$ cat src/rtl/rsb_pkg.sv
package rsb_pkg;

   localparam int OP_W = 5;

   typedef enum logic [OP_W-1:0] {
      OP_RLC  = 5'd0,
      OP_RRC  = 5'd1,
      OP_RL   = 5'd2,
      OP_RR   = 5'd3,
      OP_SLZ  = 5'd4,
      OP_SRA  = 5'd5,
      OP_SLO  = 5'd6,
      OP_SRL  = 5'd7,
      OP_BTST = 5'd8,
      OP_BCLR = 5'd9,
      OP_BSET = 5'd10,
      OP_ARLC = 5'd12,
      OP_ARRC = 5'd13,
      OP_ARL  = 5'd14,
      OP_ARR  = 5'd15,
      OP_NRL  = 5'd16,
      OP_NRR  = 5'd17
   } rsb_op_e;

   typedef enum logic [1:0] {
      FM_KEEP = 2'd0,
      FM_FULL = 2'd1,
      FM_FAST = 2'd2,
      FM_BTST = 2'd3
   } rsb_fmode_e;

endpackage

$ cat src/rtl/rsb_shift.sv
module rsb_shift #(
   parameter int W = 8
) (
   input  logic [2:0]   kind_i,
   input  logic [W-1:0] data_i,
   input  logic         cin_i,
   output logic [W-1:0] data_o,
   output logic         cout_o
);
   localparam int MSB = W - 1;

   logic left;
   assign left   = ~kind_i[0];
   assign cout_o = left ? data_i[MSB] : data_i[0];

   always_comb begin
      case (kind_i)
         3'd0:    data_o = {data_i[MSB-1:0], data_i[MSB]};
         3'd1:    data_o = {data_i[0], data_i[MSB:1]};
         3'd2:    data_o = {data_i[MSB-1:0], cin_i};
         3'd3:    data_o = {cin_i, data_i[MSB:1]};
         3'd4:    data_o = {data_i[MSB-1:0], 1'b0};
         3'd5:    data_o = {data_i[MSB], data_i[MSB:1]};
         3'd6:    data_o = {data_i[MSB-1:0], 1'b1};
         default: data_o = {1'b0, data_i[MSB:1]};
      endcase
   end
endmodule

$ cat src/rtl/rsb_bitop.sv
module rsb_bitop #(
   parameter int W     = 8,
   parameter int IDX_W = 3
) (
   input  logic [W-1:0]     data_i,
   input  logic [IDX_W-1:0] sel_i,
   output logic [W-1:0]     set_o,
   output logic [W-1:0]     clr_o,
   output logic             zero_o
);
   logic [W-1:0] mask;

   generate
      for (genvar i = 0; i < W; i++) begin : g_mask
         assign mask[i] = (sel_i == IDX_W'(i));
      end
   endgenerate

   assign set_o  = data_i | mask;
   assign clr_o  = data_i & ~mask;
   assign zero_o = ~|(data_i & mask);
endmodule

$ cat src/rtl/rsb_nibble.sv
module rsb_nibble #(
   parameter int W = 8
) (
   input  logic         right_i,
   input  logic [W-1:0] mem_i,
   input  logic [W-1:0] acc_i,
   output logic [W-1:0] mem_o,
   output logic [W-1:0] acc_o
);
   localparam int HALF = W / 2;

   logic [HALF-1:0] m_hi, m_lo, a_hi, a_lo;
   assign m_hi = mem_i[W-1:HALF];
   assign m_lo = mem_i[HALF-1:0];
   assign a_hi = acc_i[W-1:HALF];
   assign a_lo = acc_i[HALF-1:0];

   always_comb begin
      if (right_i) begin
         mem_o = {a_lo, m_hi};
         acc_o = {a_hi, m_lo};
      end else begin
         mem_o = {m_lo, a_lo};
         acc_o = {a_hi, m_hi};
      end
   end
endmodule

$ cat src/rtl/rsb_flags.sv
module rsb_flags
   import rsb_pkg::*;
#(
   parameter int W      = 8,
   parameter int X_SRC  = 3,
   parameter int Y_SRC  = 5,
   parameter int POS_S  = 7,
   parameter int POS_Z  = 6,
   parameter int POS_Y  = 5,
   parameter int POS_H  = 4,
   parameter int POS_X  = 3,
   parameter int POS_P  = 2,
   parameter int POS_N  = 1,
   parameter int POS_C  = 0
) (
   input  rsb_fmode_e   mode_i,
   input  logic [7:0]   flags_i,
   input  logic [W-1:0] val_i,
   input  logic         cout_i,
   input  logic         bzero_i,
   output logic [7:0]   flags_o
);
   always_comb begin
      flags_o = flags_i;
      case (mode_i)
         FM_FULL: begin
            flags_o[POS_S] = val_i[W-1];
            flags_o[POS_Z] = ~|val_i;
            flags_o[POS_P] = ~^val_i;
            flags_o[POS_Y] = val_i[Y_SRC];
            flags_o[POS_X] = val_i[X_SRC];
            flags_o[POS_H] = 1'b0;
            flags_o[POS_N] = 1'b0;
            flags_o[POS_C] = cout_i;
         end
         FM_FAST: begin
            flags_o[POS_Y] = val_i[Y_SRC];
            flags_o[POS_X] = val_i[X_SRC];
            flags_o[POS_H] = 1'b0;
            flags_o[POS_N] = 1'b0;
            flags_o[POS_C] = cout_i;
         end
         FM_BTST: begin
            flags_o[POS_Z] = bzero_i;
            flags_o[POS_H] = 1'b1;
            flags_o[POS_N] = 1'b0;
         end
         default: ;
      endcase
   end
endmodule

$ cat src/rtl/rsb_unit.sv
module rsb_unit
   import rsb_pkg::*;
#(
   parameter int W      = 8,
   parameter int IDX_W  = $clog2(W),
   parameter int X_SRC  = 3,
   parameter int Y_SRC  = 5,
   parameter int POS_S  = 7,
   parameter int POS_Z  = 6,
   parameter int POS_Y  = 5,
   parameter int POS_H  = 4,
   parameter int POS_X  = 3,
   parameter int POS_P  = 2,
   parameter int POS_N  = 1,
   parameter int POS_C  = 0
) (
   input  logic [W-1:0]     opnd_i,
   input  logic [W-1:0]     acc_i,
   input  logic [7:0]       flags_i,
   input  logic [IDX_W-1:0] bit_sel_i,
   input  logic [OP_W-1:0]  op_i,
   output logic [W-1:0]     result_o,
   output logic [W-1:0]     acc_o,
   output logic [7:0]       flags_o
);
   localparam int FLAG_MASK = (1 << POS_S) | (1 << POS_Z) | (1 << POS_Y) | (1 << POS_H)
                            | (1 << POS_X) | (1 << POS_P) | (1 << POS_N) | (1 << POS_C);

   generate
      if (W < 8 || (W % 2) != 0) begin : g_bad_width
         $error("rsb_unit: W must be even and at least 8");
      end
      if (IDX_W != $clog2(W)) begin : g_bad_idx
         $error("rsb_unit: IDX_W must equal clog2(W)");
      end
      if (X_SRC >= W || Y_SRC >= W || X_SRC < 0 || Y_SRC < 0) begin : g_bad_copy
         $error("rsb_unit: copy sources must lie inside the data word");
      end
      if (FLAG_MASK != 255) begin : g_bad_flags
         $error("rsb_unit: flag positions must be distinct and inside 0..7");
      end
   endgenerate

   // shifter input selection
   logic [2:0]   sh_kind;
   logic [W-1:0] sh_src;
   logic         fast_op;

   assign fast_op = (op_i >= OP_ARLC) && (op_i <= OP_ARR);
   assign sh_src  = fast_op ? acc_i : opnd_i;
   assign sh_kind = fast_op ? {1'b0, op_i[1:0]} : op_i[2:0];

   logic [W-1:0] sh_out;
   logic         sh_cout;

   rsb_shift #(.W(W)) u_shift (
      .kind_i (sh_kind),
      .data_i (sh_src),
      .cin_i  (flags_i[POS_C]),
      .data_o (sh_out),
      .cout_o (sh_cout)
   );

   logic [W-1:0] bit_set, bit_clr;
   logic         bit_zero;

   rsb_bitop #(.W(W), .IDX_W(IDX_W)) u_bitop (
      .data_i (opnd_i),
      .sel_i  (bit_sel_i),
      .set_o  (bit_set),
      .clr_o  (bit_clr),
      .zero_o (bit_zero)
   );

   logic [W-1:0] nib_mem, nib_acc;

   rsb_nibble #(.W(W)) u_nibble (
      .right_i (op_i[0]),
      .mem_i   (opnd_i),
      .acc_i   (acc_i),
      .mem_o   (nib_mem),
      .acc_o   (nib_acc)
   );

   // output selection
   rsb_fmode_e   fmode;
   logic [W-1:0] fval;
   logic         fcout;

   always_comb begin
      result_o = opnd_i;
      acc_o    = acc_i;
      fmode    = FM_KEEP;
      fval     = opnd_i;
      fcout    = flags_i[POS_C];
      case (op_i)
         OP_RLC, OP_RRC, OP_RL, OP_RR,
         OP_SLZ, OP_SRA, OP_SLO, OP_SRL: begin
            result_o = sh_out;
            fval     = sh_out;
            fcout    = sh_cout;
            fmode    = FM_FULL;
         end
         OP_BTST: fmode = FM_BTST;
         OP_BCLR: result_o = bit_clr;
         OP_BSET: result_o = bit_set;
         OP_ARLC, OP_ARRC, OP_ARL, OP_ARR: begin
            acc_o = sh_out;
            fval  = sh_out;
            fcout = sh_cout;
            fmode = FM_FAST;
         end
         OP_NRL, OP_NRR: begin
            result_o = nib_mem;
            acc_o    = nib_acc;
            fval     = nib_acc;
            fmode    = FM_FULL;
         end
         default: ;
      endcase
   end

   rsb_flags #(
      .W(W), .X_SRC(X_SRC), .Y_SRC(Y_SRC),
      .POS_S(POS_S), .POS_Z(POS_Z), .POS_Y(POS_Y), .POS_H(POS_H),
      .POS_X(POS_X), .POS_P(POS_P), .POS_N(POS_N), .POS_C(POS_C)
   ) u_flags (
      .mode_i  (fmode),
      .flags_i (flags_i),
      .val_i   (fval),
      .cout_i  (fcout),
      .bzero_i (bit_zero),
      .flags_o (flags_o)
   );
endmodule

$ cat config.mk
export PLATFORM = sky130hd
export DESIGN_NAME = rsb_unit
export DESIGN_NICKNAME = d
export VERILOG_FILES = /design/src/rtl/rsb_pkg.sv /design/src/rtl/rsb_shift.sv /design/src/rtl/rsb_bitop.sv /design/src/rtl/rsb_nibble.sv /design/src/rtl/rsb_flags.sv /design/src/rtl/rsb_unit.sv
export SDC_FILE = /design/constraint.sdc
export NUM_CORES = 1
export LEC_CHECK = 0
export BUFFER_PORTS_ARGS = -buffer_cell sky130_fd_sc_hd__buf_4
export CORE_UTILIZATION = 32
export DETAILED_ROUTE_END_ITERATION = 7
export GPL_ROUTABILITY_DRIVEN = 0
export MAX_ROUTING_LAYER = met4
export PLACE_DENSITY = 0.66
export SYNTH_ARGS = -nofsm -noshare
export SYNTH_HDL_FRONTEND = slang
export SYNTH_SLANG_ARGS = --single-unit
export TNS_END_PERCENT = 5
$ cat constraint.sdc
create_clock -name vclk -period 7.9
set_input_delay 1.58 -clock vclk [all_inputs]
set_output_delay 1.58 -clock vclk [all_outputs]
set_load 0.01 [all_outputs]
### Word-level counts from Yosys, hierarchy flattened

Index checks and enable logic that the tools add are counted.

| word-level totals | value |
|---|---|
| logic and storage cells | 73 |
| output and inout bits | 24 |
| register bits after elaboration | 0 |
| bits of input ports | 32 |

| cells by class | value |
|---|---|
| eq/ne operators | 32 |
| bitwise logic cells | 4 |
| $lt $le $gt $ge | 2 |
| muxes and demuxes | 19 |
| reductions and logical operators | 16 |

Operator list:

| kind | number |
|---|---|
| $pmux W8 S7 | 1 |
| $eq A5 B4 Y1 const B | 7 |
| $pmux W8 S2 | 2 |
| $pmux W8 S4 | 1 |
| $reduce_or A8 Y1 | 3 |
| $eq A3 B3 Y1 const B | 7 |
| $eq A5 B3 Y1 const B | 4 |
| $and A8 B8 Y8 | 2 |
| $mux W8 | 2 |
| $eq A3 B2 Y1 const B | 4 |
| $reduce_or A12 Y1 | 1 |
| $eq A5 B2 Y1 const B | 2 |
| $eq A5 B5 Y1 const B | 2 |
| $reduce_or A10 Y1 | 1 |
| $mux W1 | 8 |
| $not A8 Y8 | 1 |
| $or A8 B8 Y8 | 1 |
| $reduce_xnor A8 Y1 | 1 |
| $eq A3 B1 Y1 const B | 2 |
| $logic_not A3 Y1 | 2 |
| $pmux W2 S3 | 1 |
| $eq A5 B1 Y1 const B | 1 |
| $ge A5 B4 Y1 const B | 1 |
| $le A5 B4 Y1 const B | 1 |
| other kinds (11) | 15 |

### Depth between registers and ports, before layout

Gate-level depths: netlist (run 1).

| depth | value |
|---|---|
| word-level depth | 9 |
| depth in mapped cells | 11 |
| depth with buffers taken out | 9 |

### By module

From an unflattened synthesis (run 1), not the netlist that was laid out.

| unflattened totals | value |
|---|---|
| cells, all modules | 230 |
| area, all modules | 1896.8 um^2 |

By module, submodules not included:

| module | seq. area each (um^2) | instances | cells an instance | area each (um^2) |
|---|---|---|---|---|
| rsb_unit | 0.0 | 1 | 131 | 1009.7 |
| rsb_flags | 0.0 | 1 | 33 | 266.5 |
| rsb_bitop | 0.0 | 1 | 31 | 235.2 |
| rsb_nibble | 0.0 | 1 | 17 | 214.0 |
| rsb_shift | 0.0 | 1 | 18 | 171.4 |

### Least setup slack after synthesis (run 1)

OpenSTA, ideal clock, no wires.

| path | value |
|---|---|
| path kind | input to output |
| from | input port op_i[4] |
| to | output port flags_o[2] |
| slack | 2.831 ns |
| stages | 10 |
| required time | 6.320 ns |
| arrival time | 3.489 ns |
| buffers on the path | 2 |
| cells stage by stage | and3b_1 > buf_6 > buf_6 > mux2i_1 > mux2i_1 > a222oi_1 > ha_1 > xnor2_1 > xnor2_1 > mux2_2 |

| on the way | value |
|---|---|
| cells in the longest elaborated chain, start to end | 8 |
| elaborated cells on any way between the ends | 37 |
| classes of those cells | order compare: 2; eq/ne: 21; mux: 6; reduce/logical: 8 |

RTL lines:

| what | RTL line | RTL |
|---|---|---|
| from (decl) | rsb_unit.sv:21 | `input logic [OP_W-1:0] op_i,` |
| $ge A5 B4 Y1 / $le A5 B4 Y1 (equally long branches) | rsb_unit.sv:49 | `assign fast_op = (op_i >= OP_ARLC) && (op_i <= OP_ARR);` |
| $logic_and A1 B1 Y1 | rsb_unit.sv:49 |  |
| $mux W3 | rsb_unit.sv:51 | `assign sh_kind = fast_op ? {1'b0, op_i[1:0]} : op_i[2:0];` |
| $eq A3 B3 Y1 (tied with other cells) | rsb_shift.sv:17 | `case (kind_i)` |
| $pmux W8 S7 | rsb_shift.sv:17 |  |
| $pmux W8 S2 | rsb_unit.sv:96 | `case (op_i)` |
| $reduce_xnor A8 Y1 | rsb_flags.sv:29 | `flags_o[POS_P] = ~^val_i;` |
| $mux W1 * | rsb_flags.sv:25 | `case (mode_i)` |
| to (decl) | rsb_unit.sv:24 | `output logic [7:0] flags_o` |

Every way passes the cells marked *; elsewhere a longest branch is shown, timed or not.

### Final worst setup path (run 1)

Ends and elaborated chain as after synthesis.

==> summary.md, run 1 <==
| Metric | Value |
|---|---|
| Fin cells | 301 |
| Yosys warns | 0 |
| Crit Path Category | in -> out |
| Final wirelength | 4970 um |
| First-pass DRT Iterations | 5 |
| Final critical-path required period | 5820 ps |
| Routed Antenna Nets | 0 |
| Post_cts resized | 0 |
| Dpl cells | 301 |
| DR iter-0 viols | 120 |
| Antenna diode count | 0 |
| Slew Viols, Final | 0 |
| Die area | 4910 um2 |
| Average size of a mapped cell | 6.97 um2 |
| Req. time, crit path | 6320 ps |
| Final setup fails | 0 |
| Setup TNS Final | 0 ps |
| Synthesized Nets | 253 |
| Sequential area share after synthesis | 0% |
| Vias/cell | 6.05 |
| Filler cells | 480 |
| Row count | 24 |
| Fin crit share | 73.6% |
| Mapped Area | 1480 um2 |
| Final HPWL DP | 3880 um |
| Status | completed |
| RSZ-0062 raised after global routing | false |
| Die width | 70.1 um |
| Global-route wire length before repair | 8030 um |
| Initial Util | 33.6% |
| Mapped Cells | 213 |
| Class of the worst hold path | in -> out |
| Max Freq | 172 MHz |
| Wire per inst | 16.5 um |
| Place WS | 2120 ps |
| Drt drc | 0 |
| Kind of end point of the critical path | output port |
| Initial antenna violation count | 0 |
| Power per Cell Area | 74.3 nW/um2 |
| Area Growth Syn to Fin | 24.8% |
| Slew HR | 47.3% |
| GRT Util Overall | 20.0% |
| Grt total ovfl | 0 |
| Crit path DAT | 4240 ps |
| Startpoint class of the critical path | primary input |
| Hold Buf Count CTS | 0 |
| Largest net degree at the start of global routing | 37 |
| Die Y | 70.1 um |
| Leak pwr | 0.861 nW |
| # clk buffers | 0 |
| Post-route cell area | 1850 um2 |
| Placement-stage cell area | 1850 um2 |
| Slew @ Worst Pin | 790 ps |
| Max Cap Viol | 0 |
| Via count | 1822 |
| Vias in the first global route | 1582 |
| Final hold viol count | 0 |
| Largest fanout on the critical path | 13 |
| Port buffer count | 56 |
| Storage cell area | 0 um2 |
| Ports | 56 |
| Share of layout cells above drive strength 1 | 26.1% |
| Netlist cell types | 47 |
| Setup Buffers After CTS | 0 |
| Fin worst setup slack | 2080 ps |
| Sequential cell count | 0 |
| Nets | 291 |
| Peak VDD IR | 0.0528 mV |
| Core Region | 4410 um2 |
kinds of logic (layout without fill, tap and decap cells):
| group | after synthesis | in the layout | synth area share, % |
|---|---|---|---|
| adders and majority gates | 8 | 8 | 6.75 |
| muxes | 38 | 38 | 26.1 |
| buffers and inverters | 24 | 60 | 8.94 |
| AOI/OAI and AO/OA | 68 | 68 | 31.2 |
| and+or+nand+nor | 71 | 71 | 24.6 |
| xor gates and xnor gates | 4 | 4 | 2.36 |
where the power goes:
part           leakage (nW)  switching [mW]  internal (mW)
combinational         0.861          0.0718         0.0658
clock                     0               0              0
sequential                0               0              0
path summary, 6_finish.rpt:
path  startpoint  slack, ps    endpoint  depth (start not counted)
min   flags_i[1]       3450  flags_o[1]                          3
max      op_i[4]       2080  flags_o[2]                         10
area by class of cell:
cell class	count	area [um2]	share of cell area, %
Tap cell	52	65.1	3.51
Timing Repair Buffer	56	420	22.7
Inverter	4	15.0	0.811
Multi-Input combinational cell	189	1350	73.0
stage by stage:
step | utilization (%) | hold slack, ps | power, mW
after floorplan | - | 3280 | 0.0851
after global placement | 42.0 | 3450 | 0.136
after detailed placement | 42.0 | 3450 | 0.137
after CTS | 42.0 | 3450 | 0.137
after global routing | 42.0 | 3470 | 0.150
final | 42.0 | 3450 | 0.138
cell usage in the layout (no fill, tap or decap), types with 4 or more instances in the layout:
cell type / instances
nand2_1: 17
nor2b_1: 7
nor2_1: 19
nand3_1: 6
buf_4: 56
inv_1: 4
mux2i_1: 32
xnor2_1: 4
nand2b_1: 5
ha_1: 8
o21ai_0: 9
a21oi_1: 22
mux2_2: 6
Yosys cell counts, types with 3 or more instances:
cell,n,area [um2]
nor2b_1,7,43.8
mux2i_1,32,320
and3_1,3,18.8
o211ai_1,3,22.5
nand2b_1,5,31.3
inv_1,4,15.0
o21ai_0,9,45.0
o21ai_1,3,15.0
a21oi_1,22,110
buf_4,3,22.5
or3_1,3,18.8
nand2_1,17,63.8
buf_6,3,33.8
mux2_2,6,67.6
xnor2_1,4,35.0
nor2_1,19,71.3
a211oi_1,3,22.5
ha_1,8,100
a221o_1,3,30.0
nand3_1,6,30.0
o32ai_1,3,26.3
clkbuf_1,7,26.3
a22o_1,3,26.3
buf_2,7,35.0
per-layer routing:
metal | GRT usage (%) | wire length [um] | up-vias
li1 | - | - | 881
met1 | 26.3 | 2120 | 831
met2 | 34.1 | 2320 | 102
met3 | 2.60 | 472 | 8
met4 | 1.56 | 53 | 0
met5 | - | 0 | -
critical path, cell delays in order:
cell and delay [ps]:
buf_4 150, and3b_1 600, mux2i_1 310, o2111ai_1 250, a221oi_2 370, ha_1 300, xnor2_1 200, xnor2_1 80
mux2_2 260, buf_4 140
No activity file was read; power rests on OpenSTA's default activity.
==> run 2, diff against run 1 <==
Settings changed: ABC_AREA set to 1, PLACE_DENSITY 0.66 to 0.68.
Clock period 7.9 ns to 4.8 ns, I/O delays scaled along.
==> run 2 against run 1 <==
First-iteration DRC count rose by 98%. Sequential share of layout area unchanged. Critical path type unchanged. Final cell count increased by 31%. Non-clock buffer count grew 2. Power increased by 56%.
==> summary.md, run 2 <==
| Metric | Value |
|---|---|
| Sequential cell count | 0 (unchanged) |
| Setup TNS Final | 0 ps (unchanged) |
| Synthesized Nets | 332 (+31%) |
| Area occupied by multi-input gates | 1250 um2 (-7.2%) |
| Wire per inst | 13.3 um (-20%) |
| Synth top area share | 26.7% (+5.2 points) |
| Filler cells | 499 (+4.0%) |
| Sequential area share after synthesis | 0% (unchanged) |
| Final hold viol count | 0 (unchanged) |
| Synth top area cells | nand2_1, inv_1, o21ai_0, nand3_1, o211ai_1 |
| Die Y | 69.9 um (-0.33%) |
| RSZ-0062 raised after global routing | false |
| XOR/XNOR Fraction of Synth Area | 1.78% (-0.58 points) |
| Area Growth Syn to Fin | 30.0% |
| Nets | 384 (+32%) |
| Net Switching | 122 uW (+70%) |
| Routed Antenna Nets | 0 (unchanged) |
| First-pass DRT Iterations | 5 (unchanged) |
| Ports | 56 (unchanged) |
| Storage cell area | 0 um2 (unchanged) |
| Drt drc | 0 (unchanged) |
| Class of the worst hold path | in -> out |
| Gate power share | 100.0% (about the same) |
| Power per Cell Area | 112 nW/um2 (+51%) |
| Final critical-path required period | 3960 ps |
| Req. time, crit path | 3840 ps (-2480 ps) |
| Max Cap Viol | 0 (unchanged) |
| Largest family of logic cells by synthesized area | simple AND/OR/NAND/NOR gates |
| Fin crit share | 82.5% |
| Startpoint class of the critical path | primary input |
| Slew @ Worst Pin | 470 ps (-320 ps) |
| Initial antenna violation count | 0 (unchanged) |
| Final HPWL DP | 4350 um (+12%) |
| Switch share | 56.8% (+4.6 points) |
| Mux share of post-synthesis cell area | 0.764% (-25 points) |
| Synth Area in Compound Gates | 26.0% (-5.2 points) |
| Core Region | 4380 um2 (-0.68%) |
| Flop pwr share | 0% (unchanged) |
| # clk buffers | 0 (unchanged) |
| Mapped Area | 1470 um2 (-0.67%) |
| Average size of a mapped cell | 5.05 um2 (-28%) |
| DR iter-0 viols | 237 (+98%) |
| Share of layout cells above drive strength 1 | 21.6% (-4.5 points) |
| Final wirelength | 5220 um (+5.0%) |
| Netlist cell types | 31 (-34%) |
| Global-route wire length before repair | 8840 um (+10%) |
| Mapped Cells | 292 (+37%) |
| Slew HR | 68.3% (+21 points) |
| Critical path launch point | op_i[0] |
| Kind of end point of the critical path | output port |
| Int Pwr | 92.9 uW (+41%) |
| Slew Viols, Final | 0 (unchanged) |
| Grt total ovfl | 0 (unchanged) |
| Post-layout util | 43.7% (+1.7 points) |
| Placement-stage cell area | 1920 um2 (+3.4%) |
| Largest fanout on the critical path | 30 (+17) |
| Vias in the first global route | 1951 (+23%) |
| Part of the power in the clock network | 0% (unchanged) |
| Hold wc startpoint | flags_i[1] |
| Antenna diode count | 0 (unchanged) |
| Max Freq | 252 MHz |
| CP endpoint | flags_o[2] |
| Row count | 24 (unchanged) |
| Via count | 2131 (+17%) |
| Crit Path Category | in -> out |
| Post_cts resized | 0 (unchanged) |
| Final setup fails | 0 (unchanged) |
| Most frequent cells in the layout | nand2_1, buf_4, inv_1, o21ai_0, nand3_1 |
| Adder-cell area share of the yosys netlist | 6.79% (+0.046 points) |
| Yosys warns | 0 (unchanged) |
| Hold Buf Count CTS | 0 (unchanged) |
| Peak VDD IR | 0.0448 mV (-15%) |
| Most frequent cells after synthesis | nand2_1, inv_1, o21ai_0, nand3_1, nor2_1 |
| Vias/cell | 5.41 (-11%) |
| GRT Util Overall | 22.0% (+2.0 points) |
| Port buffer count | 56 (unchanged) |
| Status | completed |
| Synth area leader | nand2_1 |
| Die width | 69.9 um (-0.33%) |
| Setup Buffers After CTS | 0 (unchanged) |
| Post-route cell area | 1920 um2 (+3.4%) |
| Commonest non-fill, non-tap cell in the layout | nand2_1 |
| Worst hold path depth | 4 (+1) |
| Total power | 215 uW (+56%) |
| Top-count cell post-synth | nand2_1 |
| Leak pwr | 1.05 nW (+21%) |
| Die area | 4880 um2 (-0.66%) |
| Largest net degree at the start of global routing | 31 (-16%) |
| Post-Synth Simple-Gate Area | 49.7% (+25 points) |
| Initial Util | 33.6% (about the same) |
| Crit path DAT | 3000 ps (-1240 ps) |
run 2: cell types whose count changed after synthesis, moves of 9 or more:
| cell | delta |
|---|---|
| nand2_1 | +88 |
| inv_1 | +36 |
| mux2i_1 | -32 |
| o21ai_0 | +17 |
| a21oi_1 | -15 |
| nand3_1 | +15 |
| o211ai_1 | +11 |
| nand4_1 | +9 |
run 2: critical path: stages:
cell	delay (ps)
buf_4	200
inv_1	380
nand2_1	90
inv_1	140
nand3_1	90
nand3_1	150
a21oi_1	100
ha_1	310
xnor2_1	190
xnor2_1	90
o21ai_0	150
buf_4	140
run 2: worst min path at each step:
| stage | slack (ps) | to |
|---|---|---|
| floorplan | 2020 | flags_o[1] |
| global placement | 2180 | flags_o[1] |
| detailed placement | 2190 | flags_o[1] |
| CTS | 2190 | flags_o[1] |
| global route | 2210 | flags_o[1] |
| finish | 2190 | flags_o[1] |
run 2: per-layer routing:
| metal | vias to the layer above | global-route usage, % | share of wire, % |
|---|---|---|---|
| met4 | 0 | 4.00 | 1.7 |
| met5 | - | - | 0 |
| met3 | 12 | 1.88 | 7.8 |
| met1 | 951 | 28.3 | 43 |
| li1 | 1072 | - | - |
| met2 | 96 | 38.0 | 47 |
run 2: cell type report:
| type | count | share of cell area, % |
|---|---|---|
| multi-input combinational | 241 | 65.4 |
| timing repair buffer | 58 | 22.7 |
| inverter | 43 | 8.43 |
| tap | 52 | 3.40 |
run 2: logic make-up after synthesis:
kind of cell | count (synthesis)
multiplexers | 1
adder cells (fa/ha/maj) | 8
AND/OR/NAND/NOR | 166
AO/OA/AOI/OAI | 63
XOR/XNOR | 3
buffers and inverters | 51
run 2: power groups by stage:
stage | clock (mW) | combinational, mW | sequential, mW
floorplan | 0 | 0.128 | 0
CTS | 0 | 0.214 | 0
detailed placement | 0 | 0.213 | 0
global route | 0 | 0.238 | 0
global placement | 0 | 0.212 | 0
finish | 0 | 0.215 | 0
run 2: metrics by stage:
stage,hold slack [ps],std cells,setup slack (ps)
after floorplan,2020,292,1190
after global placement,2180,394,866
after detailed placement,2190,394,885
after CTS,2190,394,875
after global routing,2210,394,625
final,2190,394,839
